===== src/rtl/wsclock_pkg.sv =====
// Shared types for the working-set clock victim selector.
// Assumes nothing beyond IEEE 1800-2017.
package wsclock_pkg;
    typedef enum logic [1:0] {
        ST_IDLE = 2'd0,
        ST_SCAN = 2'd1,
        ST_WB   = 2'd2
    } sweep_state_e;
endpackage


===== src/rtl/wsclock_frame_table.sv =====
// Per-frame state registers: used flag, dirty flag, timestamp, owner.
// One read index is shared by the sweep; the mark and init ports win over
// sweep updates to the same frame in the same cycle.
module wsclock_frame_table #(
    parameter int NF  = 16,
    parameter int TW  = 16,
    parameter int NT  = 4,
    localparam int IDX_W = $clog2(NF),
    localparam int TKW   = $clog2(NT)
) (
    input  logic             clk,
    input  logic             rst_n,
    input  logic [IDX_W-1:0] rd_idx,
    input  logic             sw_clr_used,
    input  logic             sw_load_time,
    input  logic [TW-1:0]    sw_time_val,
    input  logic             sw_clr_dirty,
    input  logic             mark_valid,
    input  logic [IDX_W-1:0] mark_frame,
    input  logic             mark_used,
    input  logic             mark_dirty,
    input  logic             init_valid,
    input  logic [IDX_W-1:0] init_frame,
    input  logic [TW-1:0]    init_time,
    input  logic [TKW-1:0]   init_task,
    output logic             rd_used,
    output logic             rd_dirty,
    output logic [TW-1:0]    rd_time,
    output logic [TKW-1:0]   rd_owner
);
    logic          used_q  [NF];
    logic          dirty_q [NF];
    logic [TW-1:0] time_q  [NF];
    logic [TKW-1:0] owner_q [NF];

    for (genvar g = 0; g < NF; g++) begin : g_frame
        localparam logic [IDX_W-1:0] MY = IDX_W'(g);
        logic hit_sw, hit_mark, hit_init;
        assign hit_sw   = (rd_idx == MY);
        assign hit_mark = mark_valid && (mark_frame == MY);
        assign hit_init = init_valid && (init_frame == MY);

        // Used flag: mark sets, sweep clears.
        always_ff @(posedge clk) begin
            if (!rst_n)                        used_q[g] <= 1'b0;
            else if (hit_mark && mark_used)    used_q[g] <= 1'b1;
            else if (hit_sw && sw_clr_used)    used_q[g] <= 1'b0;
        end

        // Dirty flag: mark sets, accepted write-back clears.
        always_ff @(posedge clk) begin
            if (!rst_n)                        dirty_q[g] <= 1'b0;
            else if (hit_mark && mark_dirty)   dirty_q[g] <= 1'b1;
            else if (hit_sw && sw_clr_dirty)   dirty_q[g] <= 1'b0;
        end

        // Timestamp and owner: init writes, sweep refreshes the timestamp.
        always_ff @(posedge clk) begin
            if (!rst_n) begin
                time_q[g]  <= '0;
                owner_q[g] <= '0;
            end else if (hit_init) begin
                time_q[g]  <= init_time;
                owner_q[g] <= init_task;
            end else if (hit_sw && sw_load_time) begin
                time_q[g]  <= sw_time_val;
            end
        end
    end

    assign rd_used  = used_q[rd_idx];
    assign rd_dirty = dirty_q[rd_idx];
    assign rd_time  = time_q[rd_idx];
    assign rd_owner = owner_q[rd_idx];

    assert_mark_used_R8: assert property (@(posedge clk) disable iff (!rst_n)
        (mark_valid && mark_used) |=> used_q[$past(mark_frame)]);

    assert_init_wins_R8: assert property (@(posedge clk) disable iff (!rst_n)
        init_valid |=> (time_q[$past(init_frame)] == $past(init_time)));
endmodule


===== src/rtl/wsclock_age_check.sv =====
// Working-set age test for the frame under the hand.
// Selects the owner's execution time and compares the wrap-safe age with theta.
module wsclock_age_check #(
    parameter int TW = 16,
    parameter int NT = 4,
    localparam int TKW = $clog2(NT)
) (
    input  logic [NT*TW-1:0] exec_times,
    input  logic [TKW-1:0]   owner,
    input  logic [TW-1:0]    stamp,
    input  logic [TW-1:0]    theta,
    output logic [TW-1:0]    owner_exec,
    output logic             old_enough
);
    logic [TW-1:0] age;

    // Owner lookup and modulo-2^TW age comparison.
    always_comb begin
        owner_exec = exec_times[owner*TW +: TW];
        age        = owner_exec - stamp;
        old_enough = (age >= theta);
    end
endmodule


===== src/rtl/wsclock_sweep_ctrl.sv =====
// Sweep controller: owns the hand, walks one frame per cycle, issues
// write-backs for dirty candidates and reports the outcome.
// Assumes frame data for rd_idx is presented combinationally.
module wsclock_sweep_ctrl
    import wsclock_pkg::*;
#(
    parameter int NF = 16,
    localparam int IDX_W = $clog2(NF),
    localparam int CNT_W = $clog2(NF)
) (
    input  logic             clk,
    input  logic             rst_n,
    input  logic             fault_req,
    input  logic             cur_used,
    input  logic             cur_dirty,
    input  logic             cur_old,
    input  logic             wb_ready,
    output logic [IDX_W-1:0] rd_idx,
    output logic             sw_clr_used,
    output logic             sw_load_time,
    output logic             sw_clr_dirty,
    output logic             wb_valid,
    output logic [IDX_W-1:0] wb_frame,
    output logic             busy,
    output logic             done,
    output logic             victim_found,
    output logic [IDX_W-1:0] victim_frame
);
    sweep_state_e     state_q;
    logic [IDX_W-1:0] hand_q, pos_q;
    logic [CNT_W-1:0] seen_q;
    logic             advance;

    function automatic logic [IDX_W-1:0] ring_next(input logic [IDX_W-1:0] p);
        return (p == IDX_W'(NF-1)) ? '0 : p + 1'b1;
    endfunction

    // Step to the next frame when the current one is neither chosen nor waiting.
    always_comb begin
        advance = 1'b0;
        if (state_q == ST_SCAN) advance = cur_used || !cur_old;
        else if (state_q == ST_WB) advance = wb_ready;
    end

    // State, hand, position and result registers.
    always_ff @(posedge clk) begin
        if (!rst_n) begin
            state_q      <= ST_IDLE;
            hand_q       <= IDX_W'(NF-1);
            pos_q        <= '0;
            seen_q       <= '0;
            done         <= 1'b0;
            victim_found <= 1'b0;
            victim_frame <= '0;
        end else begin
            done <= 1'b0;
            if (state_q == ST_IDLE) begin
                if (fault_req) begin
                    pos_q   <= ring_next(hand_q);
                    seen_q  <= '0;
                    state_q <= ST_SCAN;
                end
            end else if (advance) begin
                if (seen_q == CNT_W'(NF-1)) begin
                    done         <= 1'b1;
                    victim_found <= 1'b0;
                    state_q      <= ST_IDLE;
                end else begin
                    pos_q   <= ring_next(pos_q);
                    seen_q  <= seen_q + 1'b1;
                    state_q <= ST_SCAN;
                end
            end else if (state_q == ST_SCAN) begin
                if (cur_dirty) begin
                    state_q <= ST_WB;
                end else begin
                    done         <= 1'b1;
                    victim_found <= 1'b1;
                    victim_frame <= pos_q;
                    hand_q       <= pos_q;
                    state_q      <= ST_IDLE;
                end
            end
        end
    end

    // Frame-table commands and handshake outputs.
    always_comb begin
        rd_idx       = pos_q;
        sw_clr_used  = (state_q == ST_SCAN) && cur_used;
        sw_load_time = (state_q == ST_SCAN) && cur_used;
        sw_clr_dirty = (state_q == ST_WB) && wb_ready;
        wb_valid     = (state_q == ST_WB);
        wb_frame     = pos_q;
        busy         = (state_q != ST_IDLE);
    end

    assert_wb_hold_R5: assert property (@(posedge clk) disable iff (!rst_n)
        (wb_valid && !wb_ready) |=> (wb_valid && $stable(wb_frame)));

    assert_done_idle_R6: assert property (@(posedge clk) disable iff (!rst_n)
        done |-> !busy);

    assert_done_pulse_R6: assert property (@(posedge clk) disable iff (!rst_n)
        done |=> !done);

    assert_start_R2: assert property (@(posedge clk) disable iff (!rst_n)
        (!busy && fault_req) |=> busy);
endmodule


===== src/rtl/wsclock_victim_sel.sv =====
// Top: working-set clock victim selector over NF frames.
// Wires frame table, age test and sweep controller together.
module wsclock_victim_sel #(
    parameter int NF = 16,
    parameter int TW = 16,
    parameter int NT = 4,
    localparam int IDX_W = $clog2(NF),
    localparam int TKW   = $clog2(NT)
) (
    input  logic             clk,
    input  logic             rst_n,
    input  logic             fault_req,
    input  logic [NT*TW-1:0] exec_times,
    input  logic [TW-1:0]    theta,
    input  logic             mark_valid,
    input  logic [IDX_W-1:0] mark_frame,
    input  logic             mark_used,
    input  logic             mark_dirty,
    input  logic             init_valid,
    input  logic [IDX_W-1:0] init_frame,
    input  logic [TW-1:0]    init_time,
    input  logic [TKW-1:0]   init_task,
    output logic             wb_valid,
    input  logic             wb_ready,
    output logic [IDX_W-1:0] wb_frame,
    output logic             busy,
    output logic             done,
    output logic             victim_found,
    output logic [IDX_W-1:0] victim_frame
);
    logic [IDX_W-1:0] rd_idx;
    logic             sw_clr_used, sw_load_time, sw_clr_dirty;
    logic             cur_used, cur_dirty, cur_old;
    logic [TW-1:0]    cur_time, owner_exec;
    logic [TKW-1:0]   cur_owner;

    wsclock_frame_table #(.NF(NF), .TW(TW), .NT(NT)) u_table (
        .clk(clk), .rst_n(rst_n), .rd_idx(rd_idx),
        .sw_clr_used(sw_clr_used), .sw_load_time(sw_load_time),
        .sw_time_val(owner_exec), .sw_clr_dirty(sw_clr_dirty),
        .mark_valid(mark_valid), .mark_frame(mark_frame),
        .mark_used(mark_used), .mark_dirty(mark_dirty),
        .init_valid(init_valid), .init_frame(init_frame),
        .init_time(init_time), .init_task(init_task),
        .rd_used(cur_used), .rd_dirty(cur_dirty),
        .rd_time(cur_time), .rd_owner(cur_owner)
    );

    wsclock_age_check #(.TW(TW), .NT(NT)) u_age (
        .exec_times(exec_times), .owner(cur_owner), .stamp(cur_time),
        .theta(theta), .owner_exec(owner_exec), .old_enough(cur_old)
    );

    wsclock_sweep_ctrl #(.NF(NF)) u_ctrl (
        .clk(clk), .rst_n(rst_n), .fault_req(fault_req),
        .cur_used(cur_used), .cur_dirty(cur_dirty), .cur_old(cur_old),
        .wb_ready(wb_ready), .rd_idx(rd_idx),
        .sw_clr_used(sw_clr_used), .sw_load_time(sw_load_time),
        .sw_clr_dirty(sw_clr_dirty), .wb_valid(wb_valid),
        .wb_frame(wb_frame), .busy(busy), .done(done),
        .victim_found(victim_found), .victim_frame(victim_frame)
    );

    assert_wb_busy_R9: assert property (@(posedge clk) disable iff (!rst_n)
        wb_valid |-> busy);
endmodule


===== config.mk =====
export PLATFORM = sky130hd
export DESIGN_NAME = wsclock_victim_sel
export DESIGN_NICKNAME = d
export VERILOG_FILES = /design/src/rtl/wsclock_pkg.sv /design/src/rtl/wsclock_frame_table.sv /design/src/rtl/wsclock_age_check.sv /design/src/rtl/wsclock_sweep_ctrl.sv /design/src/rtl/wsclock_victim_sel.sv
export SDC_FILE = /design/constraint.sdc
export NUM_CORES = 1
export LEC_CHECK = 0
export BUFFER_PORTS_ARGS = -buffer_cell sky130_fd_sc_hd__clkbuf_2
export CAP_MARGIN = 15
export CORE_MARGIN = 4
export CORE_UTILIZATION = 33
export DETAILED_ROUTE_END_ITERATION = 10
export SYNTH_ARGS = -nofsm -noshare
export SYNTH_HDL_FRONTEND = slang
export SYNTH_SLANG_ARGS = --single-unit

===== constraint.sdc =====
create_clock -name clk -period 9 [get_ports clk]
set_clock_uncertainty 0.05 [all_clocks]
set_input_delay 0.9 -clock clk [delete_from_list [all_inputs] [get_ports clk]]
set_output_delay 0.9 -clock clk [all_outputs]
set_load 0.01 [all_outputs]

# Yosys cells after proc, flatten, opt, wreduce, memory -nomap -nowiden
# Memory sizes are Yosys's and may differ from the RTL's. A register that Yosys moved wholly into a read port is not among the register bits.
# Cells that the tools add are included.
# word_totals
input_bits	114
n_memories	4
reg_bits	20
ram_bits	320
word_cells	766
output_inout_bits	12
# mem_list
name	depth	word_bits	read_ports	rd_clocked_by_memory_dff	write_ports	line_no	rtl
u_table.time_q	16	16	1	1	16	wsclock_frame_table.sv:33	logic [TW-1:0] time_q [NF];
u_table.owner_q	16	2	1	1	16	wsclock_frame_table.sv:34	logic [TKW-1:0] owner_q [NF];
u_table.dirty_q	16	1	1	1	16	wsclock_frame_table.sv:32	logic dirty_q [NF];
u_table.used_q	16	1	1	1	16	wsclock_frame_table.sv:31	logic used_q [NF];
# classes
addsub	4
shifts	1
n_eq_ne	53
n_lt_le_gt_ge	1
reduce_logical	113
muxes	467
bitwise	116
# op_table
cell	n
$mux W16	32
$mux W1	396
$or A1 B1 Y1	112
$eq A4 B4 Y1 const B	26
$logic_and A1 B1 Y1	98
$mux W4	18
$shiftx A64 B7 Y16	1
$eq A4 B3 Y1 const B	12
$mux W2	21
$eq A4 B2 Y1 const B	6
$ge A16 B16 Y1	1
$sub A16 B16 Y16	1
$add A4 B1 Y4 const B	3
$eq A4 B1 Y1 const B	3
$logic_not A4 Y1	3
$reduce_and A4 Y1	2
$reduce_bool A2 Y1	3
$ne A2 B1 Y1 const B	2
$ne A2 B2 Y1 const B	2
$not A1 Y1	4
$reduce_and A3 Y1	1
$reduce_bool A3 Y1	1
$eq A2 B1 Y1 const B	1
$eq A2 B2 Y1 const B	1
other kinds (5)	5

# Depth between registers and ports, before layout
# Gate-level depths: netlist (run 1).
# depth
ltp_word	10
ltp_mapped	31
ltp_nobuf	25

# Modules after synthesis
# Synthesis (run 1) repeated with hierarchy kept, for this count alone.
# hier_totals
hier_cells	1414
area_unflattened_um2	19182.1
# modules_own_cells
module	seq_area_each_um2	area_each_um2	instances	cells_per_inst
wsclock_frame_table	9589.2	16594.7	1	1118
wsclock_age_check	0.0	1541.5	1	180
wsclock_sweep_ctrl	400.4	1046.0	1	116

# Worst setup path after synthesis (run 1)
# OpenSTA, ideal clock, no wires.
# synth_path
path_kind	reg-to-reg
start	reg with a tool-made name
end	reg with a tool-made name
n_path_buf	6
required_ns	8.855
synth_period_minus_slack_ns	6.243
path_stages_with_launch	30
arrival_ns	6.098
setup_slack_ns	2.757
path_cell_list	dfxtp_1 > buf_6 > buf_8 > mux4_2 > mux4_2 > buf_6 > buf_6 > nand2_1 > nor2_1 > a31oi_4 > o21ai_4 > buf_6 > inv_1 > ha_1 > inv_1 > fa_1 > a21o_1 > a21oi_1 > nor2b_1 > o41a_1 > a41o_1 > o41ai_1 > xnor2_1 > ha_1 > nand4_1 > or2_2 > o211ai_1 > a41oi_1 > buf_2 > a221oi_1

==> metrics.txt, run 1 <==
# TYPE chip_impl_metric gauge
chip_impl_info{name="status",value="completed"} 1
chip_impl_metric{name="grt_start_max_net_pins",unit=""} 75
chip_impl_info{name="timing.hold.worst.class",value="reg2reg"} 1
chip_impl_metric{name="syn_nets",unit=""} 1581
chip_impl_metric{name="pre_cts_ws",unit="ns"} 1.02
chip_impl_metric{name="htree_levels",unit=""} 2
chip_impl_metric{name="per_cell_via_count_in_the_routed_design",unit=""} 5.97
chip_impl_info{name="crit_path_end_kind",value="flip-flop"} 1
chip_impl_metric{name="fillers",unit=""} 5479
chip_impl_metric{name="cts_made_buffers",unit=""} 36
chip_impl_info{name="setup.worst_path.class",value="reg2reg"} 1
chip_impl_metric{name="drt_wl_total",unit="mm"} 59.2
chip_impl_metric{name="number_of_enable_flip_flop_cells_after_synthesis",unit=""} 318
chip_impl_metric{name="postCtsSetupRepairBufs",unit=""} 0
chip_impl_metric{name="timing.critical_path.required",unit="ns"} 9.37
chip_impl_metric{name="layoutNonFillerInstCount",unit=""} 2299
chip_impl_metric{name="antenna_found_initial",unit=""} 4
chip_impl_metric{name="r2r_setup_slack",unit="ns"} 1.36
chip_impl_metric{name="initial_core_util",unit="%"} 33.3
chip_impl_metric{name="design.die.area",unit="um2"} 62100
chip_impl_metric{name="cts_hold_buf",unit=""} 0
chip_impl_metric{name="gp_congestion",unit=""} 0.857
chip_impl_metric{name="gr-total-overflow",unit=""} 0
chip_impl_metric{name="maxSlewViolCount",unit=""} 0
chip_impl_metric{name="period_needed",unit="ns"} 7.64
chip_impl_metric{name="worst_slack",unit="ns"} 1.36
chip_impl_metric{name="distinct_cell_type_count_of_the_synthesized_netlist",unit=""} 65
chip_impl_metric{name="drtAntennaViolNets",unit=""} 0
chip_impl_metric{name="max_cap_violations",unit=""} 0
chip_impl_metric{name="worstPathArrival",unit="ns"} 8.02
chip_impl_metric{name="dr.pass1.iters",unit=""} 7
chip_impl_metric{name="p_leak",unit="uW"} 0.00779
chip_impl_metric{name="detailed_route_wire_length_per_cell",unit="um"} 25.8
chip_impl_metric{name="ioPinCount",unit=""} 126
chip_impl_info{name="clock_tree.root_cell",value="sky130_fd_sc_hd__clkbuf_16"} 1
chip_impl_info{name="layout_common_cells",value="sky130_fd_sc_hd__edfxtp_1 (318), sky130_fd_sc_hd__a22o_1 (257), sky130_fd_sc_hd__clkbuf_2 (125), sky130_fd_sc_hd__mux4_2 (94), sky130_fd_sc_hd__nor2_1 (76)"} 1
chip_impl_metric{name="part_of_the_power_in_registers",unit="%"} 27.2
chip_impl_metric{name="reg2regPathDepth",unit=""} 22
chip_impl_metric{name="die_h",unit="um"} 249
chip_impl_metric{name="synth_warnings",unit=""} 0
chip_impl_metric{name="setup_viol_count_final",unit=""} 0
chip_impl_info{name="endpoint_of_the_worst_hold_timing_path",value="u_ctrl.victim_frame[1]$_SDFFE_PN0P_"} 1
chip_impl_metric{name="net-switching-power",unit="uW"} 3050
chip_impl_metric{name="timing.final.crit_share",unit="%"} 84.9
chip_impl_metric{name="clock.fmax",unit="GHz"} 0.131
chip_impl_metric{name="maxSlewHeadroom",unit="%"} 18.3
chip_impl_metric{name="hold_path_depth",unit=""} 2
chip_impl_metric{name="detail_route.iter0.violations",unit=""} 1571
chip_impl_metric{name="io_buffers",unit=""} 125
chip_impl_metric{name="vias_in_the_first_global_route",unit=""} 13500
chip_impl_metric{name="cts-resized-gates",unit=""} 0
chip_impl_metric{name="die_x",unit="um"} 249
chip_impl_metric{name="tightestPinTransition",unit="ns"} 1.22
chip_impl_metric{name="ys_ff_latch",unit=""} 344
chip_impl_info{name="clock_tree_from_tritoncts",value="built"} 1
chip_impl_metric{name="drt_drc_violations_left",unit=""} 0
chip_impl_metric{name="timing.setup.tns",unit="ns"} 0
chip_impl_metric{name="global_route_wire_length_before_repair",unit="mm"} 88.5
chip_impl_metric{name="num-nets-final",unit=""} 1656
chip_impl_info{name="layout.cells.most_common",value="sky130_fd_sc_hd__edfxtp_1"} 1
chip_impl_metric{name="power.density_cell_area",unit="nW/um2"} 332
chip_impl_metric{name="synth_seq_area_share",unit="%"} 52.4
chip_impl_metric{name="num_vias",unit=""} 13700
chip_impl_metric{name="grt_util_all_layers",unit="%"} 18.4
chip_impl_info{name="rsz0062_at_grt",value="no"} 1
chip_impl_metric{name="clock_latency_reported_for_the_late_side_of_the_worst_skew_pair",unit="ns"} 0.54
chip_impl_info{name="postSynth.topFlopCell",value="sky130_fd_sc_hd__edfxtp_1"} 1
chip_impl_metric{name="layout-drive-gt1-share",unit="%"} 26.5
chip_impl_info{name="critical_path_source_type",value="flip-flop"} 1
chip_impl_metric{name="synth_area_per_cell",unit="um2"} 13.4
chip_impl_metric{name="hpwlAfterDp",unit="mm"} 40.0
chip_impl_metric{name="design.core.area",unit="um2"} 57700
chip_impl_metric{name="power_switching_share",unit="%"} 42.0
chip_impl_metric{name="ir_drop",unit="mV"} 0.345
chip_impl_metric{name="synthesis.area",unit="um2"} 19200
chip_impl_metric{name="areaGrowthSynthToFinish",unit="%"} 14.0
chip_impl_metric{name="p_comb_share",unit="%"} 51.5
chip_impl_info{name="hold_path.startpoint",value="u_ctrl.victim_frame[1]$_SDFFE_PN0P_"} 1
chip_impl_metric{name="gate_count_of_the_mapped_netlist",unit=""} 1429
chip_impl_metric{name="placementRows",unit=""} 88
chip_impl_info{name="worstReg2RegEnd",value="u_ctrl.seen_q[1]$_SDFFE_PN0P_"} 1
chip_impl_metric{name="clock_transition_at_path_regs",unit="ns"} 0.06
chip_impl_metric{name="dp_cells",unit=""} 2228
chip_impl_metric{name="pwr-share-clk",unit="%"} 21.2
chip_impl_metric{name="async_flop_share",unit="%"} 0
chip_impl_metric{name="hold_violations",unit=""} 0
chip_impl_metric{name="clock_tree.buffer_depth",unit=""} 3
chip_impl_metric{name="clock_sink_count",unit=""} 344
chip_impl_metric{name="worstPathMaxFanout",unit=""} 43
chip_impl_metric{name="p_int",unit="uW"} 4210
-- state kept, by name (all words and copies together), names as in the netlist, named ones only --
name	flops
u_table.time_q	256
u_table.owner_q	32
u_table.dirty_q	16
u_table.used_q	16
u_ctrl.hand_q	4
u_ctrl.rd_idx	4
u_ctrl.seen_q	4
u_ctrl.victim_frame	4
u_ctrl.state_q	2
u_ctrl.done	1
u_ctrl.victim_found	1
-- critical path, stage by stage, from the launching register on --
cell	delay (ns)
sky130_fd_sc_hd__dfxtp_4	0.71
sky130_fd_sc_hd__mux4_1	0.65
sky130_fd_sc_hd__mux4_4	0.70
sky130_fd_sc_hd__buf_4	0.41
sky130_fd_sc_hd__nand2_1	0.16
sky130_fd_sc_hd__nor2_1	0.06
sky130_fd_sc_hd__a31oi_2	0.16
sky130_fd_sc_hd__o21ai_2	0.19
sky130_fd_sc_hd__fa_1	0.50
sky130_fd_sc_hd__a21o_1	0.20
sky130_fd_sc_hd__a21oi_1	0.22
sky130_fd_sc_hd__nor2b_1	0.10
sky130_fd_sc_hd__o41a_1	0.36
sky130_fd_sc_hd__a41o_1	0.28
sky130_fd_sc_hd__o41ai_1	0.31
sky130_fd_sc_hd__xnor2_1	0.17
sky130_fd_sc_hd__ha_1	0.26
sky130_fd_sc_hd__a21o_1	0.16
sky130_fd_sc_hd__a21oi_1	0.25
sky130_fd_sc_hd__o211ai_1	0.36
sky130_fd_sc_hd__a41oi_1	0.66
sky130_fd_sc_hd__buf_4	0.28
sky130_fd_sc_hd__a2bb2o_1	0.29
-- worst max-delay path by stage --
stage	slack [ns]	startpoint	cells after the start	end
floorplan	2.76	flip-flop	29	flip-flop
global placement	1.17	flip-flop	21	u_ctrl.seen_q[1]$_SDFFE_PN0P_
detailed placement	1.02	flip-flop	21	u_ctrl.seen_q[1]$_SDFFE_PN0P_
CTS	0.97	flip-flop	21	u_ctrl.seen_q[1]$_SDFFE_PN0P_
global route	0.85	flip-flop	22	u_ctrl.seen_q[1]$_SDFFE_PN0P_
finish	1.36	flip-flop	22	u_ctrl.seen_q[1]$_SDFFE_PN0P_
-- cell type report --
| class | instances | area, um2 | area share, % |
|---|---|---|---|
| Antenna cell | 3 | 7.51 | 0.0343 |
| Inverter | 39 | 146 | 0.669 |
| Sequential cell | 344 | 10100 | 46.0 |
| Clock inverter | 22 | 254 | 1.16 |
| Timing Repair Buffer | 178 | 1070 | 4.88 |
| Tap cell | 765 | 957 | 4.37 |
| Multi-Input combinational cell | 905 | 8430 | 38.5 |
| Clock buffer | 43 | 948 | 4.33 |
-- metrics by stage --
stage | utilization, % | total power (uW) | hold slack, ns | instance area (um2)
after detailed placement | 35.8 | 5720 | 0.444 | 20600
final | 37.9 | 7260 | 0.459 | 21900
after floorplan | - | 4730 | 0.411 | 19200
after CTS | 37.8 | 7270 | 0.458 | 21800
after global routing | 37.9 | 7730 | 0.481 | 21900
after global placement | 35.7 | 5640 | 0.439 | 20600
-- cells by family after synthesis --
logic type               Yosys count  synth area share [%]
AO/OA/AOI/OAI                    424                  19.2
adder cells (fa/ha/maj)           38                  2.51
multiplexers                     128                  13.2
buffers and inverters            180                  4.58
flip-flops                       344                  52.4
AND/OR/NAND/NOR                  300                  7.43
XOR/XNOR                          15                 0.684
-- synthesized netlist by cell type, drive strengths merged, types with 2 or more instances --
library cell  number  area [um2]
a211oi             3        22.5
a21o               7        52.6
a21oi             24         120
a221o              2        20.0
a221oi             3        26.3
a22o             257        2250
a31oi             19         300
a41oi              2        17.5
and2              33         206
and3               8        50.1
buf               64         444
clkbuf            77         289
dfxtp             26         521
edfxtp           318        9550
ha                37         463
inv               38         143
mux2i             30         313
mux4              98        2220
nand2             74         278
nand2b            14        87.6
nand3             31         155
nand3b             2        15.0
nand4              4        25.0
nor2              87         327
nor2b             11        68.8
nor3              20         100
nor3b              5        42.5
o211ai            10        75.1
o21a               6        45.0
o21ai             43         347
o21bai            12        90.1
o221ai            23         201
o41a               2        22.5
or2                5        31.3
or3                4        25.0
xnor2             10        87.6
xor2               5        43.8
-- power groups by stage --
stage	clock network, uW	registers (uW)	logic [uW]
floorplan	0	1930	2800
CTS	1560	1980	3730
finish	1540	1970	3740
global placement	0	2000	3640
detailed placement	0	2010	3710
global route	1630	1990	4110
-- layer usage --
layer  GRT usage (%)  part of all wire (%)
met5               0                     0
met4            5.67                   2.7
met3            3.65                   9.0
met2            28.9                    46
met1            26.0                    42
Note: power is estimated with default switching activity, not from simulation.
==> run 2: changes to the inputs <==
- clock period: 9 -> 6.28 ns (I/O delays scaled with it)
==> metrics.txt, run 2 (same netlist as run 1, synthesis figures left out) <==
# TYPE chip_impl_metric gauge
chip_impl_metric{name="pwr-share-clk",unit="%"} 18.0
chip_impl_metric{name="grt_start_max_net_pins",unit=""} 61
chip_impl_metric{name="period_needed",unit="ns"} 6.10
chip_impl_metric{name="clock_tree.buffer_depth",unit=""} 3
chip_impl_metric{name="grt.met2_usage",unit="%"} 28.5
chip_impl_metric{name="finalHoldWorstSlack",unit="ns"} 0.425
chip_impl_metric{name="power.density_cell_area",unit="nW/um2"} 501
chip_impl_info{name="layout.cells.most_common",value="sky130_fd_sc_hd__edfxtp_1"} 1
chip_impl_metric{name="globalRouteMet3Util",unit="%"} 3.38
chip_impl_info{name="rsz0062_at_grt",value="yes"} 1
chip_impl_metric{name="maxSlewHeadroom",unit="%"} 17.4
chip_impl_metric{name="fin_util",unit="%"} 38.3
chip_impl_metric{name="per_cell_via_count_in_the_routed_design",unit=""} 5.85
chip_impl_metric{name="placementRows",unit=""} 88
chip_impl_metric{name="vias_in_the_first_global_route",unit=""} 13500
chip_impl_metric{name="ioPinCount",unit=""} 126
chip_impl_metric{name="gr-usage-met1",unit="%"} 25.2
chip_impl_metric{name="drt_wl_total",unit="mm"} 57.9
chip_impl_metric{name="net-switching-power",unit="uW"} 4700
chip_impl_metric{name="gr-total-overflow",unit=""} 0
chip_impl_metric{name="detail_route.iter0.violations",unit=""} 1436
chip_impl_metric{name="part_of_the_power_in_registers",unit="%"} 25.1
chip_impl_info{name="status",value="completed"} 1
chip_impl_info{name="reg_top3",value="u_table.time_q (256), u_table.owner_q (32)"} 1
chip_impl_metric{name="htree_levels",unit=""} 2
chip_impl_info{name="clock_tree.root_cell",value="sky130_fd_sc_hd__clkbuf_16"} 1
chip_impl_metric{name="gp_congestion",unit=""} 0.837
chip_impl_metric{name="cts_made_buffers",unit=""} 34
chip_impl_metric{name="clock_sink_count",unit=""} 344
chip_impl_info{name="top_register",value="u_table.time_q"} 1
chip_impl_metric{name="hold_violations",unit=""} 0
chip_impl_info{name="gr-max-usage-layer",value="met2"} 1
chip_impl_metric{name="hpwlAfterDp",unit="mm"} 40.7
chip_impl_metric{name="grt_util_all_layers",unit="%"} 18.0
chip_impl_metric{name="die_x",unit="um"} 249
chip_impl_metric{name="io_buffers",unit=""} 125
chip_impl_metric{name="clock_latency_reported_for_the_late_side_of_the_worst_skew_pair",unit="ns"} 0.54
chip_impl_metric{name="largest_register_ffs",unit=""} 256
chip_impl_info{name="layout_common_cells",value="sky130_fd_sc_hd__edfxtp_1 (318), sky130_fd_sc_hd__a22o_1 (257), sky130_fd_sc_hd__clkbuf_2 (125), sky130_fd_sc_hd__mux4_2 (96), sky130_fd_sc_hd__nor2_1 (80)"} 1
chip_impl_metric{name="clock.fmax",unit="GHz"} 0.164
chip_impl_metric{name="power_switching_share",unit="%"} 42.4
chip_impl_metric{name="worstPathMaxFanout",unit=""} 8
chip_impl_metric{name="maxSlewViolCount",unit=""} 0
chip_impl_metric{name="initial_core_util",unit="%"} 33.3
chip_impl_metric{name="design.core.area",unit="um2"} 57700
chip_impl_metric{name="num_vias",unit=""} 13600
chip_impl_metric{name="timing.final.crit_share",unit="%"} 97.2
chip_impl_metric{name="clock_transition_at_path_regs",unit="ns"} 0.06
chip_impl_metric{name="p_int",unit="uW"} 6380
chip_impl_metric{name="antenna_found_initial",unit=""} 6
chip_impl_metric{name="timing.critical_path.required",unit="ns"} 6.64
chip_impl_info{name="timing.hold.worst.class",value="in2reg"} 1
chip_impl_metric{name="ir_drop",unit="mV"} 0.458
chip_impl_info{name="clock_tree_from_tritoncts",value="built"} 1
chip_impl_metric{name="drt_drc_violations_left",unit=""} 0
chip_impl_metric{name="global_route_wire_length_before_repair",unit="mm"} 86.5
chip_impl_metric{name="worstPathArrival",unit="ns"} 6.46
chip_impl_metric{name="num-nets-final",unit=""} 1685
chip_impl_metric{name="areaGrowthSynthToFinish",unit="%"} 15.1
chip_impl_metric{name="max_cap_violations",unit=""} 0
chip_impl_metric{name="detailed_route_wire_length_per_cell",unit="um"} 24.9
chip_impl_metric{name="die_h",unit="um"} 249
chip_impl_metric{name="drtAntennaViolNets",unit=""} 0
chip_impl_info{name="critical_path_source_type",value="flip-flop"} 1
chip_impl_metric{name="layout-drive-gt1-share",unit="%"} 28.6
chip_impl_metric{name="p_leak",unit="uW"} 0.00789
chip_impl_info{name="setup.worst_path.class",value="reg2reg"} 1
chip_impl_info{name="crit_path_end_kind",value="flip-flop"} 1
chip_impl_metric{name="setup_viol_count_final",unit=""} 0
chip_impl_metric{name="dr.pass1.iters",unit=""} 7
chip_impl_metric{name="tightestPinTransition",unit="ns"} 1.24
chip_impl_metric{name="p_comb_share",unit="%"} 57.0
chip_impl_metric{name="design.die.area",unit="um2"} 62100
## run 2: cell type report
cell class	count	area, um2
sequential	344	10100
antenna	3	7.51
tap	765	957
clock buffer	51	980
timing repair buffer	209	1310
fill	5469	35600
clock inverter	7	61.3
inverter	39	146
multi-input combinational	905	8570
## run 2: what timing repair did
action | 4_1_cts | 5_1_grt
setup buffers | 0 | 5
pin swaps | 0 | 15
hold buffers | 0 | 0
endpoints found under the setup margin | 21 | 24
resized for setup | 7 | 38
## run 2: path summary, 6_finish.rpt
path	startpoint	end	slack, ns	cells past startpoint
setup / recovery	flip-flop	u_ctrl.seen_q[1]$_SDFFE_PN0P_	0.18	25
hold / removal	fault_req	u_ctrl.seen_q[3]$_SDFFE_PN0P_	0.43	4
setup reg to reg	flip-flop	u_ctrl.seen_q[1]$_SDFFE_PN0P_	0.18	25
hold reg to reg	u_ctrl.victim_frame[1]$_SDFFE_PN0P_	u_ctrl.victim_frame[1]$_SDFFE_PN0P_	0.43	2
## run 2: worst max-delay path, stage by stage (launching register included)
cell and delay (ns):
sky130_fd_sc_hd__dfxtp_4 0.41, sky130_fd_sc_hd__mux4_2 0.52, sky130_fd_sc_hd__mux4_4 0.72, sky130_fd_sc_hd__nand2_2 0.10
sky130_fd_sc_hd__nor2_2 0.05, sky130_fd_sc_hd__a31oi_4 0.18, sky130_fd_sc_hd__o21ai_4 0.10, sky130_fd_sc_hd__inv_2 0.08
sky130_fd_sc_hd__ha_4 0.14, sky130_fd_sc_hd__inv_2 0.04, sky130_fd_sc_hd__fa_2 0.37, sky130_fd_sc_hd__a21o_1 0.18
sky130_fd_sc_hd__a21oi_2 0.14, sky130_fd_sc_hd__nor2b_1 0.07, sky130_fd_sc_hd__o41a_1 0.41, sky130_fd_sc_hd__a41o_1 0.29
sky130_fd_sc_hd__o41ai_2 0.34, sky130_fd_sc_hd__xnor2_1 0.12, sky130_fd_sc_hd__ha_1 0.32, sky130_fd_sc_hd__a21o_1 0.19
sky130_fd_sc_hd__a21oi_2 0.17, sky130_fd_sc_hd__o211ai_1 0.11, sky130_fd_sc_hd__buf_4 0.24, sky130_fd_sc_hd__a41oi_2 0.24
sky130_fd_sc_hd__buf_4 0.17, sky130_fd_sc_hd__a2bb2o_4 0.21
## run 2: through the flow
step	worst slack, ns	cell area, um2	instances	TNS [ns]	total power (uW)
after global routing	-0.0337	22100	2322	-0.0919	11700
after floorplan	0.0367	19200	1429	0	6780
after detailed placement	-0.161	20900	2257	-1.21	8640
after CTS	0.0154	21900	2315	0	10700
final	0.178	22100	2323	0	11100
after global placement	-0.0104	20800	2256	-0.0104	8540
## run 2: per-layer routing
layer	wire, um	up-vias
met2	27100	703
met3	4970	81
met4	1300	4
li1	-	5940
met5	33	-
met1	24400	6864
## run 2: power groups by stage
stage / Clock, uW / Sequential [uW] / Combinational [uW]
2_1_floorplan: 0 / 2770 / 4010
3_3_place_gp: 0 / 2810 / 5720
3_5_place_dp: 0 / 2820 / 5820
4_1_cts: 2000 / 2770 / 5910
5_1_grt: 2090 / 2790 / 6850
6_report: 1990 / 2770 / 6310
==> run 3: changes to the inputs <==
- CAP_MARGIN: 15 -> 20
- SYNTH_HIERARCHICAL: not set -> 1
==> metrics.txt, run 3 <==
# TYPE chip_impl_metric gauge
chip_impl_metric{name="worstPathMaxFanout",unit=""} 10
chip_impl_metric{name="layoutNonFillerInstCount",unit=""} 2278
chip_impl_metric{name="initial_core_util",unit="%"} 33.3
chip_impl_metric{name="timing.final.crit_share",unit="%"} 94.5
chip_impl_metric{name="clock_tree.buffer_depth",unit=""} 3
chip_impl_info{name="layout_common_cells",value="sky130_fd_sc_hd__edfxtp_1 (318), sky130_fd_sc_hd__a22o_1 (217), sky130_fd_sc_hd__clkbuf_2 (125), sky130_fd_sc_hd__mux4_2 (96), sky130_fd_sc_hd__nand2_1 (75)"} 1
chip_impl_metric{name="timing.setup.tns",unit="ns"} 0
chip_impl_metric{name="synth_seq_area_share",unit="%"} 52.1
chip_impl_metric{name="die_h",unit="um"} 249
chip_impl_info{name="layout.cells.most_common",value="sky130_fd_sc_hd__edfxtp_1"} 1
chip_impl_metric{name="worstPathArrival",unit="ns"} 6.30
chip_impl_metric{name="ir_drop",unit="mV"} 0.463
chip_impl_info{name="clock_tree_from_tritoncts",value="built"} 1
chip_impl_metric{name="cts_made_buffers",unit=""} 34
chip_impl_metric{name="detail_route.iter0.violations",unit=""} 1237
chip_impl_metric{name="syn_nets",unit=""} 1564
chip_impl_metric{name="timing.critical_path.required",unit="ns"} 6.65
chip_impl_metric{name="gp_congestion",unit=""} 0.877
chip_impl_metric{name="hold_path_depth",unit=""} 2
chip_impl_metric{name="power.density_cell_area",unit="nW/um2"} 457
chip_impl_metric{name="grt_util_all_layers",unit="%"} 18.1
chip_impl_metric{name="p_leak",unit="uW"} 0.00776
chip_impl_metric{name="max_cap_violations",unit=""} 0
chip_impl_info{name="rsz0062_at_grt",value="no"} 1
chip_impl_info{name="timing.hold.worst.class",value="reg2reg"} 1
chip_impl_metric{name="num-nets-final",unit=""} 1638
chip_impl_info{name="synthTopCellsByArea",value="sky130_fd_sc_hd__edfxtp_1 (50%), sky130_fd_sc_hd__mux4_2 (11%), sky130_fd_sc_hd__a22o_1 (9.9%)"} 1
chip_impl_metric{name="maxSlewHeadroom",unit="%"} 22.1
chip_impl_metric{name="ioPinCount",unit=""} 126
chip_impl_metric{name="distinct_cell_type_count_of_the_synthesized_netlist",unit=""} 78
chip_impl_metric{name="hpwlAfterDp",unit="mm"} 37.8
chip_impl_metric{name="design.die.area",unit="um2"} 62000
chip_impl_info{name="synth.top_cells.by_count",value="sky130_fd_sc_hd__edfxtp_1 (318), sky130_fd_sc_hd__a22o_1 (217), sky130_fd_sc_hd__mux4_2 (96)"} 1
chip_impl_info{name="crit_path_end_kind",value="flip-flop"} 1
chip_impl_metric{name="largest_register_ffs",unit=""} 256
chip_impl_metric{name="fin_util",unit="%"} 37.8
chip_impl_info{name="cell_accounting_for_the_most_synthesized_area",value="sky130_fd_sc_hd__edfxtp_1"} 1
chip_impl_metric{name="clock_latency_reported_for_the_late_side_of_the_worst_skew_pair",unit="ns"} 0.54
chip_impl_metric{name="global_route_wire_length_before_repair",unit="mm"} 87.4
chip_impl_metric{name="design_power_total",unit="uW"} 9960
chip_impl_info{name="top_register",value="u_table/time_q"} 1
chip_impl_metric{name="reg2regPathDepth",unit=""} 25
chip_impl_metric{name="gate_count_of_the_mapped_netlist",unit=""} 1414
chip_impl_metric{name="dr.pass1.iters",unit=""} 5
chip_impl_metric{name="num_vias",unit=""} 13600
chip_impl_metric{name="drt_wl_total",unit="mm"} 58.4
chip_impl_metric{name="async_flop_share",unit="%"} 0
chip_impl_metric{name="clock_sink_count",unit=""} 340
chip_impl_metric{name="synth_top_area_share",unit="%"} 49.8
chip_impl_metric{name="setup_viol_count_final",unit=""} 0
chip_impl_metric{name="tightestPinTransition",unit="ns"} 1.17
chip_impl_metric{name="htree_levels",unit=""} 2
chip_impl_metric{name="die_x",unit="um"} 249
chip_impl_metric{name="maxSlewViolCount",unit=""} 0
chip_impl_info{name="endpoint_of_the_worst_hold_timing_path",value="u_ctrl/victim_frame[1]$_SDFFE_PN0P_"} 1
chip_impl_info{name="hold_path.startpoint",value="u_ctrl/victim_frame[1]$_SDFFE_PN0P_"} 1
chip_impl_metric{name="clock.fmax",unit="GHz"} 0.169
chip_impl_metric{name="period_needed",unit="ns"} 5.93
chip_impl_metric{name="dp_cells",unit=""} 2211
chip_impl_metric{name="synth_warnings",unit=""} 6
chip_impl_metric{name="synth_area_per_cell",unit="um2"} 13.6
chip_impl_metric{name="placement.cell_area",unit="um2"} 20600
chip_impl_info{name="setup.worst_path.class",value="reg2reg"} 1
chip_impl_info{name="clock_tree.root_cell",value="sky130_fd_sc_hd__clkbuf_16"} 1
chip_impl_metric{name="synthesis.area",unit="um2"} 19200
chip_impl_metric{name="number_of_enable_flip_flop_cells_after_synthesis",unit=""} 318
chip_impl_metric{name="placementRows",unit=""} 88
chip_impl_info{name="timing.rr.start",value="u_ctrl/rd_idx[0]$_SDFFE_PN0P_"} 1
chip_impl_metric{name="grt_start_max_net_pins",unit=""} 60
chip_impl_metric{name="ys_ff_latch",unit=""} 340
chip_impl_info{name="reg_top3",value="u_table/time_q (256), u_table/owner_q (32)"} 1
chip_impl_info{name="status",value="completed"} 1
chip_impl_info{name="timing.critical_path.from",value="u_ctrl/rd_idx[0]$_SDFFE_PN0P_"} 1
chip_impl_metric{name="drtAntennaViolNets",unit=""} 0
chip_impl_metric{name="per_cell_via_count_in_the_routed_design",unit=""} 5.97
chip_impl_metric{name="layout-drive-gt1-share",unit="%"} 30.0
chip_impl_metric{name="design.core.area",unit="um2"} 57600
chip_impl_metric{name="hold_violations",unit=""} 0
chip_impl_metric{name="detailed_route_wire_length_per_cell",unit="um"} 25.7
chip_impl_metric{name="antenna_found_initial",unit=""} 5
chip_impl_metric{name="drt_drc_violations_left",unit=""} 0
chip_impl_metric{name="io_buffers",unit=""} 125
chip_impl_metric{name="areaGrowthSynthToFinish",unit="%"} 13.5
chip_impl_metric{name="vias_in_the_first_global_route",unit=""} 13800
chip_impl_metric{name="design_area",unit="um2"} 21800
chip_impl_info{name="yosys.cell_count.top_type",value="sky130_fd_sc_hd__edfxtp_1"} 1
chip_impl_metric{name="clock_transition_at_path_regs",unit="ns"} 0.06
chip_impl_info{name="critical_path_source_type",value="flip-flop"} 1
chip_impl_info{name="worstReg2RegEnd",value="u_ctrl/hand_q[1]$_SDFFE_PN1P_"} 1
chip_impl_metric{name="r2r_setup_slack",unit="ns"} 0.35
chip_impl_info{name="postSynth.topFlopCell",value="sky130_fd_sc_hd__edfxtp_1"} 1
chip_impl_metric{name="gr-total-overflow",unit=""} 0
-- run 3: cell count changes in the layout (fill, tap and decap cells not counted), sizes merged, moves of 10 or more --
cell / delta
nor2: -35
nor3: -15
a31oi: -16
a2111oi: +15
nand3: -12
a22oi: +39
o21ai: -16
a21oi: +10
mux2i: -28
-- run 3: repair_timing --
item | in CTS | in global routing
setup endpoints to repair | 1 | 20
pin swaps | 0 | 1
buffers inserted | 1 | 4
hold buffers | 0 | 0
cloned | 0 | 0
gates resized for setup | 0 | 8
-- run 3: cells by family after synthesis --
kind of cell	synth area share [%]
mux	11.4
fa+ha+maj	2.39
buf+inv	4.92
compound gates	21.3
xor+xnor	0.776
flops	52.1
simple gates	7.07
-- run 3: where the power goes --
| group | switching [uW] | internal [uW] |
|---|---|---|
| registers | 81.9 | 2630 |
| logic | 3090 | 2110 |
| clock network | 878 | 1170 |
| total | 4050 | 5910 |
-- run 3: cell type report --
class | count | area (um2)
fillers | 5398 | 35800
repair buffers | 203 | 1240
diodes | 1 | 2.50
clock buffers | 43 | 885
flip-flops and latches | 340 | 10000
clock inverters | 17 | 199
well taps | 765 | 957
multi-input cells | 868 | 8340
inverters | 41 | 154
-- run 3: critical path, stage by stage (launching register included) --
cell,delay (ns)
sky130_fd_sc_hd__dfxtp_4,0.43
sky130_fd_sc_hd__buf_4,0.16
sky130_fd_sc_hd__mux4_2,0.49
sky130_fd_sc_hd__a22oi_1,0.18
sky130_fd_sc_hd__nand2_2,0.17
sky130_fd_sc_hd__mux4_2,0.48
sky130_fd_sc_hd__inv_1,0.07
sky130_fd_sc_hd__ha_1,0.15
sky130_fd_sc_hd__inv_1,0.06
sky130_fd_sc_hd__fa_1,0.40
sky130_fd_sc_hd__a21o_1,0.21
sky130_fd_sc_hd__a221oi_2,0.24
sky130_fd_sc_hd__buf_4,0.18
sky130_fd_sc_hd__o21a_1,0.15
sky130_fd_sc_hd__nor4_1,0.06
sky130_fd_sc_hd__a211o_1,0.28
sky130_fd_sc_hd__ha_1,0.30
sky130_fd_sc_hd__nand4_1,0.13
sky130_fd_sc_hd__nor2_2,0.16
sky130_fd_sc_hd__o211ai_1,0.10
sky130_fd_sc_hd__o221ai_1,0.28
sky130_fd_sc_hd__buf_4,0.20
sky130_fd_sc_hd__nand2b_4,0.05
sky130_fd_sc_hd__or4b_4,0.55
sky130_fd_sc_hd__a21oi_1,0.19
sky130_fd_sc_hd__nand2_1,0.08
-- run 3: worst max-delay path by stage --
stage | end | slack [ns] | depth (start not counted)
2_1_floorplan | u_ctrl/hand_q[2]$_SDFFE_PN1P_ | 0.11 | 25
3_3_place_gp | u_ctrl/hand_q[3]$_SDFFE_PN1P_ | 0.16 | 22
3_5_place_dp | u_ctrl/hand_q[1]$_SDFFE_PN1P_ | 0.02 | 22
4_1_cts | u_ctrl/hand_q[1]$_SDFFE_PN1P_ | 0.02 | 22
5_1_grt | u_ctrl/hand_q[1]$_SDFFE_PN1P_ | 0.02 | 25
6_report | u_ctrl/hand_q[1]$_SDFFE_PN1P_ | 0.35 | 25
-- run 3: stage by stage --
step / hold WS, ns / worst slack (ns)
after floorplan: 0.401 / 0.115
after global placement: 0.396 / 0.157
after detailed placement: 0.401 / 0.0168
after CTS: 0.409 / 0.0214
after global routing: 0.442 / 0.0222
final: 0.410 / 0.346
-- run 3: routing by layer --
layer	GRT usage (%)	vias to the layer above	wire length, um
met2	31.2	707	28900
met1	23.4	6942	22900
li1	-	5861	-
met5	0	-	49
met4	5.13	8	1450
met3	3.64	93	5110
